## config.mk

```make
export PLATFORM = sky130hd
export DESIGN_NAME = dma_chan_csr
export DESIGN_NICKNAME = d
export VERILOG_FILES = /design/src/rtl/dma_csr_pkg.sv /design/src/rtl/dma_addr_decode.sv /design/src/rtl/dma_chan_regs.sv /design/src/rtl/dma_chan_csr.sv
export SDC_FILE = /design/constraint.sdc
export NUM_CORES = 1
export LEC_CHECK = 0
export ABC_AREA = 1
export BUFFER_PORTS_ARGS = -buffer_cell sky130_fd_sc_hd__buf_4
export CAP_MARGIN = 20
export CORE_UTILIZATION = 40
export DETAILED_ROUTE_END_ITERATION = 10
export PLACE_DENSITY_LB_ADDON = 0.08
export SETUP_SLACK_MARGIN = 0.4
export SLEW_MARGIN = 15
export SYNTH_ARGS = -nofsm -noshare
export SYNTH_HDL_FRONTEND = slang
export SYNTH_SLANG_ARGS = --single-unit
```

## constraint.sdc

```tcl
create_clock -name clk_i -period 1.8 [get_ports clk_i]
set_input_delay 0.18 -clock clk_i [delete_from_list [all_inputs] [get_ports clk_i]]
set_output_delay 0.18 -clock clk_i [all_outputs]
set_load 0.01 [all_outputs]
```

## src/rtl/dma_csr_pkg.sv

```systemverilog
package dma_csr_pkg;
  localparam int unsigned WORD_W    = 32;
  localparam int unsigned STAT_LO_W = 16;
  localparam int unsigned CNT_W     = 8;
  localparam int unsigned IRQ_W     = 3;
  localparam int unsigned IRQ_LSB   = 12;

  localparam int unsigned IDX_CTRL  = 0;
  localparam int unsigned IDX_STAT  = 1;
  localparam int unsigned IDX_TAIL  = 4;

  localparam int unsigned C_RUN  = 0;
  localparam int unsigned C_TPM  = 1;
  localparam int unsigned C_SRST = 2;
  localparam int unsigned S_HALT = 0;
  localparam int unsigned S_IDLE = 1;

  localparam logic [WORD_W-1:0]    CTRL_POR = 32'h0001_0000;
  localparam logic [STAT_LO_W-1:0] STAT_POR = 16'h0001;

  typedef struct packed {
    logic             halt;
    logic             idle;
    logic [IRQ_W-1:0] irq;
  } eng_evt_t;
endpackage

```

## src/rtl/dma_addr_decode.sv

```systemverilog
module dma_addr_decode #(
  parameter int unsigned ADDR_W    = 8,
  parameter int unsigned WIN_BYTES = 48,
  parameter int unsigned NUM_CH    = 2,
  localparam int unsigned CH_W     = (NUM_CH > 1) ? $clog2(NUM_CH) : 1,
  localparam int unsigned REG_W    = $clog2(WIN_BYTES / 4)
) (
  input  logic [ADDR_W-1:0] addr_i,
  output logic [CH_W-1:0]   ch_o,
  output logic [REG_W-1:0]  reg_o
);
  // window stride is not a power of two: true divide/modulo by constant
  assign ch_o  = CH_W'(addr_i / ADDR_W'(WIN_BYTES));
  assign reg_o = REG_W'((addr_i % ADDR_W'(WIN_BYTES)) >> 2);
endmodule

```

## src/rtl/dma_chan_regs.sv

```systemverilog
module dma_chan_regs
  import dma_csr_pkg::*;
#(
  parameter int unsigned NUM_REGS = 12,
  parameter int unsigned REG_W    = 4,
  parameter bit          TX_CHAN  = 1'b0,
  localparam int unsigned DEPTH   = 1 << REG_W
) (
  input  logic              clk_i,
  input  logic              rst_ni,
  input  logic              wr_i,
  input  logic              rd_i,
  input  logic [REG_W-1:0]  reg_i,
  input  logic [WORD_W-1:0] wdata_i,
  input  eng_evt_t          evt_i,
  input  logic [CNT_W-1:0]  coal_i,
  input  logic [CNT_W-1:0]  dly_i,
  output logic [WORD_W-1:0] rdata_o,
  output logic              irq_o,
  output logic              tail_wr_o,
  output logic              start_o
);
  localparam logic [WORD_W-1:0] M_TPM  = WORD_W'(1) << C_TPM;
  localparam logic [WORD_W-1:0] M_SRST = WORD_W'(1) << C_SRST;

  logic [WORD_W-1:0]    ctrl_q, ctrl_d, wv;
  logic [STAT_LO_W-1:0] stat_q, stat_d;
  logic [WORD_W-1:0]    word_q [DEPTH];
  logic                 sel_ctrl, sel_stat, sel_tail;
  logic                 tail_q, start_q;

  assign sel_ctrl = (reg_i == REG_W'(IDX_CTRL));
  assign sel_stat = (reg_i == REG_W'(IDX_STAT));
  assign sel_tail = (reg_i == REG_W'(IDX_TAIL));

  always_comb begin
    ctrl_d = ctrl_q;
    stat_d = stat_q;
    wv     = '0;
    if (rd_i && sel_ctrl) ctrl_d[C_SRST] = 1'b0;
    if (wr_i) begin
      if (sel_ctrl) begin
        wv = wdata_i | M_TPM | (ctrl_q & M_SRST);
        if (wv[C_SRST]) begin
          ctrl_d = CTRL_POR | M_TPM | M_SRST;
          stat_d = STAT_POR;
        end else begin
          ctrl_d = wv;
          if (wv[C_RUN]) begin
            stat_d[S_HALT] = 1'b0;
            stat_d[S_IDLE] = 1'b0;
          end
        end
      end else if (sel_stat) begin
        stat_d = wdata_i[STAT_LO_W-1:0];
        stat_d[IRQ_LSB +: IRQ_W] = stat_q[IRQ_LSB +: IRQ_W] & ~wdata_i[IRQ_LSB +: IRQ_W];
      end else if (sel_tail) begin
        stat_d[S_IDLE] = 1'b0;
      end
    end
    // engine sets win over same-cycle software clears
    stat_d[S_HALT] = stat_d[S_HALT] | evt_i.halt;
    stat_d[S_IDLE] = stat_d[S_IDLE] | evt_i.idle;
    stat_d[IRQ_LSB +: IRQ_W] = stat_d[IRQ_LSB +: IRQ_W] | evt_i.irq;
  end

  always_ff @(posedge clk_i or negedge rst_ni) begin
    if (!rst_ni) begin
      ctrl_q  <= CTRL_POR;
      stat_q  <= STAT_POR;
      tail_q  <= 1'b0;
      start_q <= 1'b0;
    end else begin
      ctrl_q  <= ctrl_d;
      stat_q  <= stat_d;
      tail_q  <= wr_i && sel_tail;
      start_q <= TX_CHAN && wr_i && sel_tail;
    end
  end

  for (genvar i = 0; i < DEPTH; i++) begin : g_word
    if (i == IDX_CTRL || i == IDX_STAT || i >= NUM_REGS) begin : g_none
      assign word_q[i] = '0;
    end else begin : g_store
      always_ff @(posedge clk_i or negedge rst_ni) begin
        if (!rst_ni)                                word_q[i] <= '0;
        else if (wr_i && reg_i == REG_W'(i))        word_q[i] <= wdata_i;
      end
    end
  end

  always_comb begin
    if (sel_ctrl)      rdata_o = ctrl_q & ~M_SRST;
    else if (sel_stat) rdata_o = {dly_i, coal_i, stat_q};
    else               rdata_o = word_q[reg_i];
  end

  assign irq_o     = |(stat_q[IRQ_LSB +: IRQ_W] & ctrl_q[IRQ_LSB +: IRQ_W]);
  assign tail_wr_o = tail_q;
  assign start_o   = start_q;
endmodule

```

## src/rtl/dma_chan_csr.sv

```systemverilog
module dma_chan_csr
  import dma_csr_pkg::*;
#(
  parameter int unsigned ADDR_W    = 8,
  parameter int unsigned WIN_BYTES = 48,
  parameter int unsigned NUM_CH    = 2,
  localparam int unsigned CH_W     = (NUM_CH > 1) ? $clog2(NUM_CH) : 1,
  localparam int unsigned NUM_REGS = WIN_BYTES / 4,
  localparam int unsigned REG_W    = $clog2(NUM_REGS)
) (
  input  logic                    clk_i,
  input  logic                    rst_ni,
  input  logic                    req_valid_i,
  input  logic                    req_write_i,
  input  logic [ADDR_W-1:0]       req_addr_i,
  input  logic [WORD_W-1:0]       req_wdata_i,
  output logic [WORD_W-1:0]       rsp_rdata_o,
  input  logic [NUM_CH-1:0]       eng_halt_i,
  input  logic [NUM_CH-1:0]       eng_idle_i,
  input  logic [NUM_CH*IRQ_W-1:0] eng_irq_i,
  input  logic [NUM_CH*CNT_W-1:0] coal_cnt_i,
  input  logic [NUM_CH*CNT_W-1:0] dly_cnt_i,
  output logic [NUM_CH-1:0]       irq_o,
  output logic [NUM_CH-1:0]       tail_wr_o,
  output logic                    start_o
);
  logic [CH_W-1:0]   ch_sel;
  logic [REG_W-1:0]  reg_sel;
  logic [WORD_W-1:0] rd_v [NUM_CH];
  logic [NUM_CH-1:0] start_v;

  dma_addr_decode #(
    .ADDR_W(ADDR_W), .WIN_BYTES(WIN_BYTES), .NUM_CH(NUM_CH)
  ) u_dec (
    .addr_i(req_addr_i), .ch_o(ch_sel), .reg_o(reg_sel)
  );

  for (genvar c = 0; c < NUM_CH; c++) begin : g_ch
    eng_evt_t evt;
    logic     hit;
    assign hit = req_valid_i && (ch_sel == CH_W'(c));
    assign evt = '{halt: eng_halt_i[c], idle: eng_idle_i[c],
                   irq: eng_irq_i[c*IRQ_W +: IRQ_W]};

    dma_chan_regs #(
      .NUM_REGS(NUM_REGS), .REG_W(REG_W), .TX_CHAN(c == 0)
    ) u_chan (
      .clk_i     (clk_i),
      .rst_ni    (rst_ni),
      .wr_i      (hit && req_write_i),
      .rd_i      (hit && !req_write_i),
      .reg_i     (reg_sel),
      .wdata_i   (req_wdata_i),
      .evt_i     (evt),
      .coal_i    (coal_cnt_i[c*CNT_W +: CNT_W]),
      .dly_i     (dly_cnt_i[c*CNT_W +: CNT_W]),
      .rdata_o   (rd_v[c]),
      .irq_o     (irq_o[c]),
      .tail_wr_o (tail_wr_o[c]),
      .start_o   (start_v[c])
    );
  end

  assign rsp_rdata_o = rd_v[ch_sel];
  assign start_o     = |start_v;
endmodule

```

==> flow_summary.html, run 1 <==
<table>
<tr><th>Metric</th><th>Value</th></tr>
<tr><th colspan="2">Floorplanning</th></tr>
<tr><td>Die Height</td><td>292 um</td></tr>
<tr><td>Starting density of the core</td><td>0.406</td></tr>
<tr><td>Cell row count</td><td>105</td></tr>
<tr><td>Standard cell core area</td><td>82500 um^2</td></tr>
<tr><td>Die area</td><td>85000 um^2</td></tr>
<tr><td>Die width</td><td>292 um</td></tr>
<tr><td>Ports</td><td>123</td></tr>
<tr><th colspan="2">Power and ir drop</th></tr>
<tr><td>Power density cells</td><td>1190 nW/um^2</td></tr>
<tr><td>Maximum vdd ir drop</td><td>695 uV</td></tr>
<tr><td>Static Leak</td><td>20.4 nW</td></tr>
<tr><th colspan="2">Place</th></tr>
<tr><td>Post-DP HPWL</td><td>83.0 mm</td></tr>
<tr><td>RD Place Congestion</td><td>0.863</td></tr>
<tr><td>Pre-CTS setup slack</td><td>-588 ps</td></tr>
<tr><td>Total of buffers placed on input and output ports</td><td>120</td></tr>
<tr><th colspan="2">Worst setup path</th></tr>
<tr><td>Sequence of cells on the critical path</td><td>inv_2 &gt; o22ai_2 &gt; a21oi_2 &gt; a21oi_2 &gt; nor2_1 &gt; nand3_1 &gt; nand2_2 &gt; inv_2 &gt; buf_6</td></tr>
<tr><td>Origin of the critical flop-to-flop path</td><td>g_ch[0].u_chan.word_q[150]$_DFFE_PN0P_</td></tr>
<tr><td>Data arrival time at the worst-slack endpoint</td><td>2100 ps</td></tr>
<tr><td>Slowest library cell on the worst path</td><td>dfrtp_1</td></tr>
<tr><td>Nature of the critical path startpoint</td><td>flop</td></tr>
<tr><td>Setup slack of the worst register-to-register path</td><td>-100 ps</td></tr>
<tr><td>Maximum fanout along the worst path</td><td>2</td></tr>
<tr><td>R2R cell count</td><td>15</td></tr>
<tr><td>Start point of the critical path</td><td>g_ch[1].u_chan.word_q[140]$_DFFE_PN0P_</td></tr>
<tr><td>Worst stage delay on the critical path</td><td>370 ps</td></tr>
<tr><td>Data required time at the worst endpoint</td><td>1620 ps</td></tr>
<tr><td>Nature of the critical path endpoint</td><td>output pin</td></tr>
<tr><td>Capture instance of the worst register-to-register path</td><td>g_ch[0].u_chan.word_q[150]$_DFFE_PN0P_</td></tr>
<tr><td>Critical path start-end classification</td><td>flop to output pin</td></tr>
<tr><th colspan="2">STA</th></tr>
<tr><td>Transition time of the tightest slew-check pin</td><td>749 ps</td></tr>
<tr><td>Post-route fraction of the period consumed by the critical path</td><td>1.27</td></tr>
<tr><td>Setup TNS after final layout</td><td>-10430 ps</td></tr>
<tr><td>Max Transition Viols Final</td><td>0</td></tr>
<tr><td>Hold Vio Cnt, Final</td><td>11</td></tr>
<tr><td>Minimum period implied by the final worst setup slack</td><td>2280 ps</td></tr>
<tr><td>Worst slack on hold paths</td><td>-13.0 ps</td></tr>
<tr><td>Final Skew</td><td>9.22 ps</td></tr>
<tr><td>Final setup viols</td><td>34</td></tr>
<tr><td>Worst setup margin</td><td>-478 ps</td></tr>
<tr><td>Highest attainable clock frequency</td><td>439 MHz</td></tr>
<tr><td>Setup repair after global routing missed its margin</td><td>true</td></tr>
<tr><td>Headroom to the max-slew limit</td><td>0.501</td></tr>
<tr><th colspan="2">Clock network</th></tr>
<tr><td>Number of CTS-inserted buffers</td><td>84</td></tr>
<tr><td>H-Tree Depth</td><td>3</td></tr>
<tr><td>Worst-Skew Late Latency</td><td>650 ps</td></tr>
<tr><td>Clock tree from TritonCTS</td><td>built</td></tr>
<tr><td>Number of buffers between clock root and the deepest sink</td><td>3</td></tr>
<tr><td>Clock root buffer</td><td>clkbuf_16</td></tr>
<tr><td>Clock sinks</td><td>738</td></tr>
<tr><td>Register clock-pin slew on the reported worst setup and hold paths</td><td>60 ps</td></tr>
<tr><th colspan="2">Layout</th></tr>
<tr><td>Commonest non-fill, non-tap cell in the layout</td><td>nand2_1</td></tr>
<tr><td>Area delta synth-&gt;final</td><td>35.6%</td></tr>
<tr><td>Share of post-route cells with drive strength above 1</td><td>0.269</td></tr>
<tr><td>Top library cells by usage in the layout, fill and taps aside</td><td>nand2_1 (776), dfrtp_1 (732), nor2_1 (437)</td></tr>
<tr><td>Fin nets</td><td>4480</td></tr>
<tr><td>Fill cells</td><td>7581</td></tr>
<tr><th colspan="2">Run status</th></tr>
<tr><td>Failing checks</td><td>negative hold slack, negative setup slack</td></tr>
<tr><td>Result of the run</td><td>finished with violations</td></tr>
<tr><th colspan="2">Detailed routing</th></tr>
<tr><td>Number of antenna-violating nets in the routed design</td><td>0</td></tr>
<tr><td>Routed length per instance</td><td>24.8 um</td></tr>
<tr><td>Via Count</td><td>31.1k</td></tr>
<tr><td>Total iterations of the first detailed-routing run</td><td>6</td></tr>
<tr><td>Iter 0 DRT Violations</td><td>2916</td></tr>
<tr><td>Total wire length after detailed routing</td><td>137 mm</td></tr>
<tr><td>DRC viols</td><td>0</td></tr>
<tr><td>Via-per-instance ratio</td><td>5.63</td></tr>
<tr><th colspan="2">Global routing</th></tr>
<tr><td>Pin count of the biggest net entering global routing</td><td>89</td></tr>
<tr><td>Overflow left after global routing</td><td>0</td></tr>
<tr><td>Global-route wire length before repair</td><td>202 mm</td></tr>
<tr><td>Via count of the first global-routing pass</td><td>30.0k</td></tr>
<tr><td>Overall track demand over capacity in global routing</td><td>0.320</td></tr>
<tr><td>Initial antenna violation count</td><td>2</td></tr>
<tr><th colspan="2">Yosys</th></tr>
<tr><td>Yosys warning count</td><td>0</td></tr>
<tr><td>Sequential share of the synthesized area</td><td>0.551</td></tr>
<tr><td>Most area-consuming cells after synthesis</td><td>dfrtp_1 (55%), nand2_1 (9.9%), a21oi_1 (6.5%)</td></tr>
<tr><td>Mapped Cells</td><td>4065</td></tr>
<tr><td>Area share of the largest cell type after synthesis</td><td>0.548</td></tr>
<tr><td>Mapped Nets</td><td>4151</td></tr>
<tr><td>Synthesized area per cell</td><td>8.25 um^2</td></tr>
<tr><td>Synth Cell Area</td><td>33500 um^2</td></tr>
<tr><td>Post-synthesis sequential element count</td><td>738</td></tr>
<tr><td>Count of distinct cell types in the synthesized netlist</td><td>30</td></tr>
<tr><td>Area leader, netlist</td><td>dfrtp_1</td></tr>
<tr><th colspan="2">Job</th></tr>
<tr><td>Total of max-cap violations</td><td>0</td></tr>
<tr><th colspan="2">Min path</th></tr>
<tr><td>Worst hold path type</td><td>input port to asynchronous set/reset pin</td></tr>
</table>
[synthesized netlist by cell type (all sizes together)]
master,n
a21oi,437
clkinv,3
nand2,889
o21ai,415
clkbuf,230
o221ai,3
o22ai,76
o211ai,1
nand3,152
a21boi,2
inv,297
a41oi,58
o2111ai,60
or2,2
nand4,7
a22o,2
a22oi,65
nor2,532
dfstp,4
buf,96
dfrtp,734
[power by group]
| part | leakage [nW] | switching, mW | internal, mW |
|---|---|---|---|
| combinational | 10.1 | 7.59 | 5.98 |
| clock | 1.31 | 7.31 | 9.66 |
| sequential | 8.97 | 2.24 | 21.2 |
| total | 20.4 | 17.1 | 36.8 |
[worst max-delay path, delay by kind of cell, from the launching register on]
kind | cells | cell delay, ps
compound gates | 3 | 390
buf+inv | 3 | 220
flops | 1 | 370
simple gates | 3 | 470
[routing by layer]
layer | wire [um] | up-vias | track usage
met4 | 4730 | 0 | 0.0988
met5 | 0 | - | 0
met3 | 10200 | 260 | 0.0476
li1 | - | 14100 | -
met1 | 62000 | 15500 | 0.473
met2 | 60500 | 1287 | 0.483
[repair_timing]
item | 4_1_cts | 5_1_grt
pin swaps | 192 | 165
gates cloned | 23 | 9
hold buffers | 46 | 0
setup buffers | 67 | 16
gates resized for setup | 420 | 332
hold endpoints to repair | 923 | 0
endpoints found under the setup margin | 687 | 766
[worst max-delay path by stage]
stage / endpoint
global route: rsp_rdata_o[13]
global placement: rsp_rdata_o[18]
floorplan: rsp_rdata_o[20]
CTS: rsp_rdata_o[10]
finish: rsp_rdata_o[12]
detailed placement: rsp_rdata_o[18]
[per-stage QoR]
stage / hold slack [ps] / cells / instance area, um^2 / util / power [mW]
after CTS: 68.5 / 5505 / 44000 / 0.533 / 52.9
after global routing: 21.1 / 5529 / 45500 / 0.551 / 56.7
final: -13.0 / 5530 / 45500 / 0.551 / 54.0
after floorplan: -116 / 4065 / 34100 / - / 29.8
after detailed placement: 56.7 / 5218 / 38200 / 0.462 / 34.1
after global placement: 56.4 / 5218 / 38200 / 0.462 / 33.8
[state kept, by name, summed over array words and instances, names as in the netlist]
name,flops
g_ch.u_chan.word_q,640
g_ch.u_chan.ctrl_q,64
g_ch.u_chan.stat_q,32
g_ch.u_chan.tail_wr_o,2
[kinds of logic (layout without fill, tap and decap cells)]
family,count (synthesis),after routing,share of synthesized area
AND/OR/NAND/NOR,1582,1584,0.187
flip-flops,738,738,0.551
other,0,1,0
AO/OA/AOI/OAI,1119,1119,0.189
buffers and inverters,626,1018,0.0736
[final cells by class]
class,instances,area (um^2),share of cell area
Clock inverter,17,190,0.00418
Timing Repair Buffer,567,6860,0.151
Multi-Input combinational cell,2703,14900,0.328
Tap cell,1070,1340,0.0294
Inverter,300,1210,0.0266
Antenna cell,1,2.50,0.0000550
Clock buffer,134,2490,0.0547
Sequential cell,738,18500,0.406
Note: power is estimated with default switching activity, not from simulation.
==> run 2, diff against run 1 <==
--- a/config.mk
+++ b/config.mk
@@ -10,6 +10,7 @@
 export CAP_MARGIN = 20
 export CORE_UTILIZATION = 40
 export DETAILED_ROUTE_END_ITERATION = 10
+export HOLD_SLACK_MARGIN = 0.06
 export PLACE_DENSITY_LB_ADDON = 0.08
 export SETUP_SLACK_MARGIN = 0.4
 export SLEW_MARGIN = 15
==> flow_summary.html, run 2 (synthesis results as in run 1) <==
<table>
<tr><th>Metric</th><th>Value</th></tr>
<tr><th colspan="2">Run status</th></tr>
<tr><td>Result of the run</td><td>finished with violations</td></tr>
<tr><td>Failing checks</td><td>negative setup slack</td></tr>
<tr><th colspan="2">Clock network</th></tr>
<tr><td>Worst-Skew Late Latency</td><td>640 ps (about the same)</td></tr>
<tr><td>Clock tree from TritonCTS</td><td>built</td></tr>
<tr><td>Clock sinks</td><td>738 (unchanged)</td></tr>
<tr><td>Clock root buffer</td><td>clkbuf_16</td></tr>
<tr><td>Number of buffers between clock root and the deepest sink</td><td>3 (unchanged)</td></tr>
<tr><td>Number of CTS-inserted buffers</td><td>84 (unchanged)</td></tr>
<tr><td>H-Tree Depth</td><td>3 (unchanged)</td></tr>
<tr><td>Register clock-pin slew on the reported worst setup and hold paths</td><td>60 ps (about the same)</td></tr>
<tr><th colspan="2">Global routing</th></tr>
<tr><td>Global-route wire length before repair</td><td>202 mm (unchanged)</td></tr>
<tr><td>Pin count of the biggest net entering global routing</td><td>89 (unchanged)</td></tr>
<tr><td>Overflow left after global routing</td><td>0 (unchanged)</td></tr>
<tr><td>Initial antenna violation count</td><td>2 (unchanged)</td></tr>
<tr><td>Via count of the first global-routing pass</td><td>30.0k (unchanged)</td></tr>
<tr><td>Overall track demand over capacity in global routing</td><td>0.320 (unchanged)</td></tr>
<tr><th colspan="2">STA</th></tr>
<tr><td>Final setup viols</td><td>34 (unchanged)</td></tr>
<tr><td>Headroom to the max-slew limit</td><td>0.373 (-0.127)</td></tr>
<tr><td>Final Skew</td><td>7.86 ps (-1.36 ps)</td></tr>
<tr><td>Hold Vio Cnt, Final</td><td>0 (-11)</td></tr>
<tr><td>Setup repair after global routing missed its margin</td><td>true</td></tr>
<tr><td>Worst setup margin</td><td>-474 ps (+4.66 ps)</td></tr>
<tr><td>Minimum period implied by the final worst setup slack</td><td>2270 ps (-4.66 ps)</td></tr>
<tr><td>Worst slack on hold paths</td><td>106 ps (+119 ps)</td></tr>
<tr><td>Highest attainable clock frequency</td><td>440 MHz (+0.21%)</td></tr>
<tr><td>Setup TNS after final layout</td><td>-10410 ps (+14.9 ps)</td></tr>
<tr><td>Post-route fraction of the period consumed by the critical path</td><td>1.26 (-0.00259)</td></tr>
<tr><td>Max Transition Viols Final</td><td>0 (unchanged)</td></tr>
<tr><td>Transition time of the tightest slew-check pin</td><td>937 ps (+188 ps)</td></tr>
<tr><th colspan="2">Layout</th></tr>
<tr><td>Commonest non-fill, non-tap cell in the layout</td><td>nand2_1</td></tr>
<tr><td>Post-layout utilization of the core</td><td>0.551 (about the same)</td></tr>
<tr><td>Share of post-route cells with drive strength above 1</td><td>0.269 (about the same)</td></tr>
<tr><td>Top library cells by usage in the layout, fill and taps aside</td><td>nand2_1 (776), dfrtp_1 (732), nor2_1 (437)</td></tr>
<tr><td>Final Non-Filler Cells</td><td>5531 (+0.018%)</td></tr>
<tr><td>Fin nets</td><td>4481 (+0.022%)</td></tr>
<tr><td>Register name with the most flops</td><td>g_ch.u_chan.word_q</td></tr>
<tr><td>Number of flip-flops under the largest register name</td><td>640 (unchanged)</td></tr>
<tr><td>Area delta synth-&gt;final</td><td>35.7% (about the same)</td></tr>
<tr><td>Registers with the most flip-flops</td><td>g_ch.u_chan.word_q (640), g_ch.u_chan.ctrl_q (64), g_ch.u_chan.stat_q (32)</td></tr>
<tr><th colspan="2">Detailed routing</th></tr>
<tr><td>Uppermost layer routed</td><td>met4</td></tr>
<tr><td>Routed metal-1 wire length</td><td>61.7 mm (-0.46%)</td></tr>
<tr><td>Iter 0 DRT Violations</td><td>2915 (-0.034%)</td></tr>
<tr><td>DRC viols</td><td>0 (unchanged)</td></tr>
<tr><td>Total iterations of the first detailed-routing run</td><td>5 (-1)</td></tr>
<tr><td>Via Count</td><td>31.1k (-0.15%)</td></tr>
<tr><td>Total wire length after detailed routing</td><td>137 mm (about the same)</td></tr>
<tr><td>Routed length per instance</td><td>24.8 um (about the same)</td></tr>
<tr><td>Number of antenna-violating nets in the routed design</td><td>0 (unchanged)</td></tr>
<tr><td>Routed length on met2</td><td>60.5 mm (about the same)</td></tr>
<tr><td>Met3 WL</td><td>10.4 mm (+2.2%)</td></tr>
<tr><td>Via-per-instance ratio</td><td>5.62 (-0.17%)</td></tr>
<tr><th colspan="2">Worst setup path</th></tr>
<tr><td>Data required time at the worst endpoint</td><td>1620 ps (about the same)</td></tr>
<tr><td>Critical path start-end classification</td><td>flop to output pin</td></tr>
<tr><td>Nature of the critical path endpoint</td><td>output pin</td></tr>
<tr><td>Nature of the critical path startpoint</td><td>flop</td></tr>
<tr><td>Maximum fanout along the worst path</td><td>2 (unchanged)</td></tr>
<tr><td>Data arrival time at the worst-slack endpoint</td><td>2090 ps (about the same)</td></tr>
<tr><th colspan="2">Power and ir drop</th></tr>
<tr><td>Power density cells</td><td>1190 nW/um^2 (about the same)</td></tr>
<tr><td>Power share of the clock group</td><td>0.314 (about the same)</td></tr>
<tr><td>Net Sw Power</td><td>17.1 mW (-0.25%)</td></tr>
<tr><td>Comb power frac</td><td>0.251 (about the same)</td></tr>
<tr><td>Design internal power</td><td>36.8 mW (about the same)</td></tr>
<tr><td>Static Leak</td><td>20.4 nW (about the same)</td></tr>
<tr><td>Proportion of total power due to net switching</td><td>0.317 (-0.000550)</td></tr>
<tr><td>Maximum vdd ir drop</td><td>689 uV (-0.93%)</td></tr>
<tr><td>Sequential group share of total power</td><td>0.434 (about the same)</td></tr>
<tr><th colspan="2">Floorplanning</th></tr>
<tr><td>Die width</td><td>292 um (unchanged)</td></tr>
<tr><td>Starting density of the core</td><td>0.406 (unchanged)</td></tr>
<tr><td>Cell row count</td><td>105 (unchanged)</td></tr>
<tr><td>Standard cell core area</td><td>82500 um^2 (unchanged)</td></tr>
<tr><td>Die Height</td><td>292 um (unchanged)</td></tr>
<tr><td>Die area</td><td>85000 um^2 (unchanged)</td></tr>
<tr><td>Ports</td><td>123 (unchanged)</td></tr>
<tr><th colspan="2">Place</th></tr>
<tr><td>RD Place Congestion</td><td>0.863 (unchanged)</td></tr>
<tr><td>Post-DP HPWL</td><td>83.0 mm (unchanged)</td></tr>
<tr><td># placed instances</td><td>5218 (unchanged)</td></tr>
<tr><td>Pre-CTS setup slack</td><td>-588 ps (unchanged)</td></tr>
<tr><td>Total of buffers placed on input and output ports</td><td>120 (unchanged)</td></tr>
<tr><th colspan="2">Min path</th></tr>
<tr><td>Worst hold path type</td><td>input port to flop</td></tr>
<tr><th colspan="2">Job</th></tr>
<tr><td>Total of max-cap violations</td><td>0 (unchanged)</td></tr>
</table>
run 2: repair_timing:
action	CTS	global route
gates cloned	23	9
setup endpoints to repair	687	766
endpoints found under the hold margin	987	18
setup buffers	67	16
gates resized for setup	420	332
pin swaps	192	165
hold buffers	46	1
run 2: power groups by stage:
stage,logic [mW],registers (mW),clock network [mW]
6_report,13.6,23.4,16.9
5_1_grt,14.9,24.0,17.9
4_1_cts,12.5,23.2,17.2
3_5_place_dp,10.6,23.4,0
3_3_place_gp,10.5,23.3,0
2_1_floorplan,6.89,22.9,0
run 2: worst paths after layout:
kind	from	to	slack, ps	cells after the start
worst max-delay path	g_ch[1].u_chan.word_q[140]$_DFFE_PN0P_	rsp_rdata_o[12]	-470	9
worst min-delay path	req_addr_i[2]	g_ch[1].u_chan.stat_q[0]$_DFF_PN1_	110	7
worst max register to register	g_ch[0].u_chan.word_q[150]$_DFFE_PN0P_	g_ch[0].u_chan.word_q[150]$_DFFE_PN0P_	-100	15
worst min register to register	g_ch[0].u_chan.ctrl_q[1]$_DFFE_PN0P_	g_ch[0].u_chan.ctrl_q[1]$_DFFE_PN0P_	480	1
max in group asynchronous	rst_ni	g_ch[0].u_chan.word_q[211]$_DFFE_PN0P_	300	3
min in group asynchronous	rst_ni	g_ch[1].u_chan.word_q[381]$_DFFE_PN0P_	150	3
run 2: critical path, stage by stage (launching register included):
cell and delay [ps]:
dfrtp_1 370, inv_2 60, o22ai_2 110, a21oi_2 190, a21oi_2 80, nor2_1 200, nand3_1 120, nand2_2 150
inv_2 50, buf_6 110
run 2: metal layers:
layer | GRT usage | vias to the layer above
met5 | 0 | -
met4 | 0.0988 | 0
met3 | 0.0476 | 275
met2 | 0.483 | 1270
met1 | 0.473 | 15400
li1 | - | 14100
run 2: cell type report:
| class | count | area [um^2] |
|---|---|---|
| timing repair buffer | 568 | 6870 |
| multi-input combinational | 2703 | 14900 |
| antenna | 1 | 2.50 |
| tap | 1070 | 1340 |
| inverter | 300 | 1210 |
| clock inverter | 17 | 190 |
| fill | 7580 | 37000 |
| clock buffer | 134 | 2490 |
| sequential | 738 | 18500 |
run 2: through the flow:
stage	cell area, um^2	power [mW]
after floorplan	34100	29.8
after global placement	38200	33.8
after detailed placement	38200	34.1
after CTS	44000	52.9
after global routing	45500	56.7
final	45500	53.9
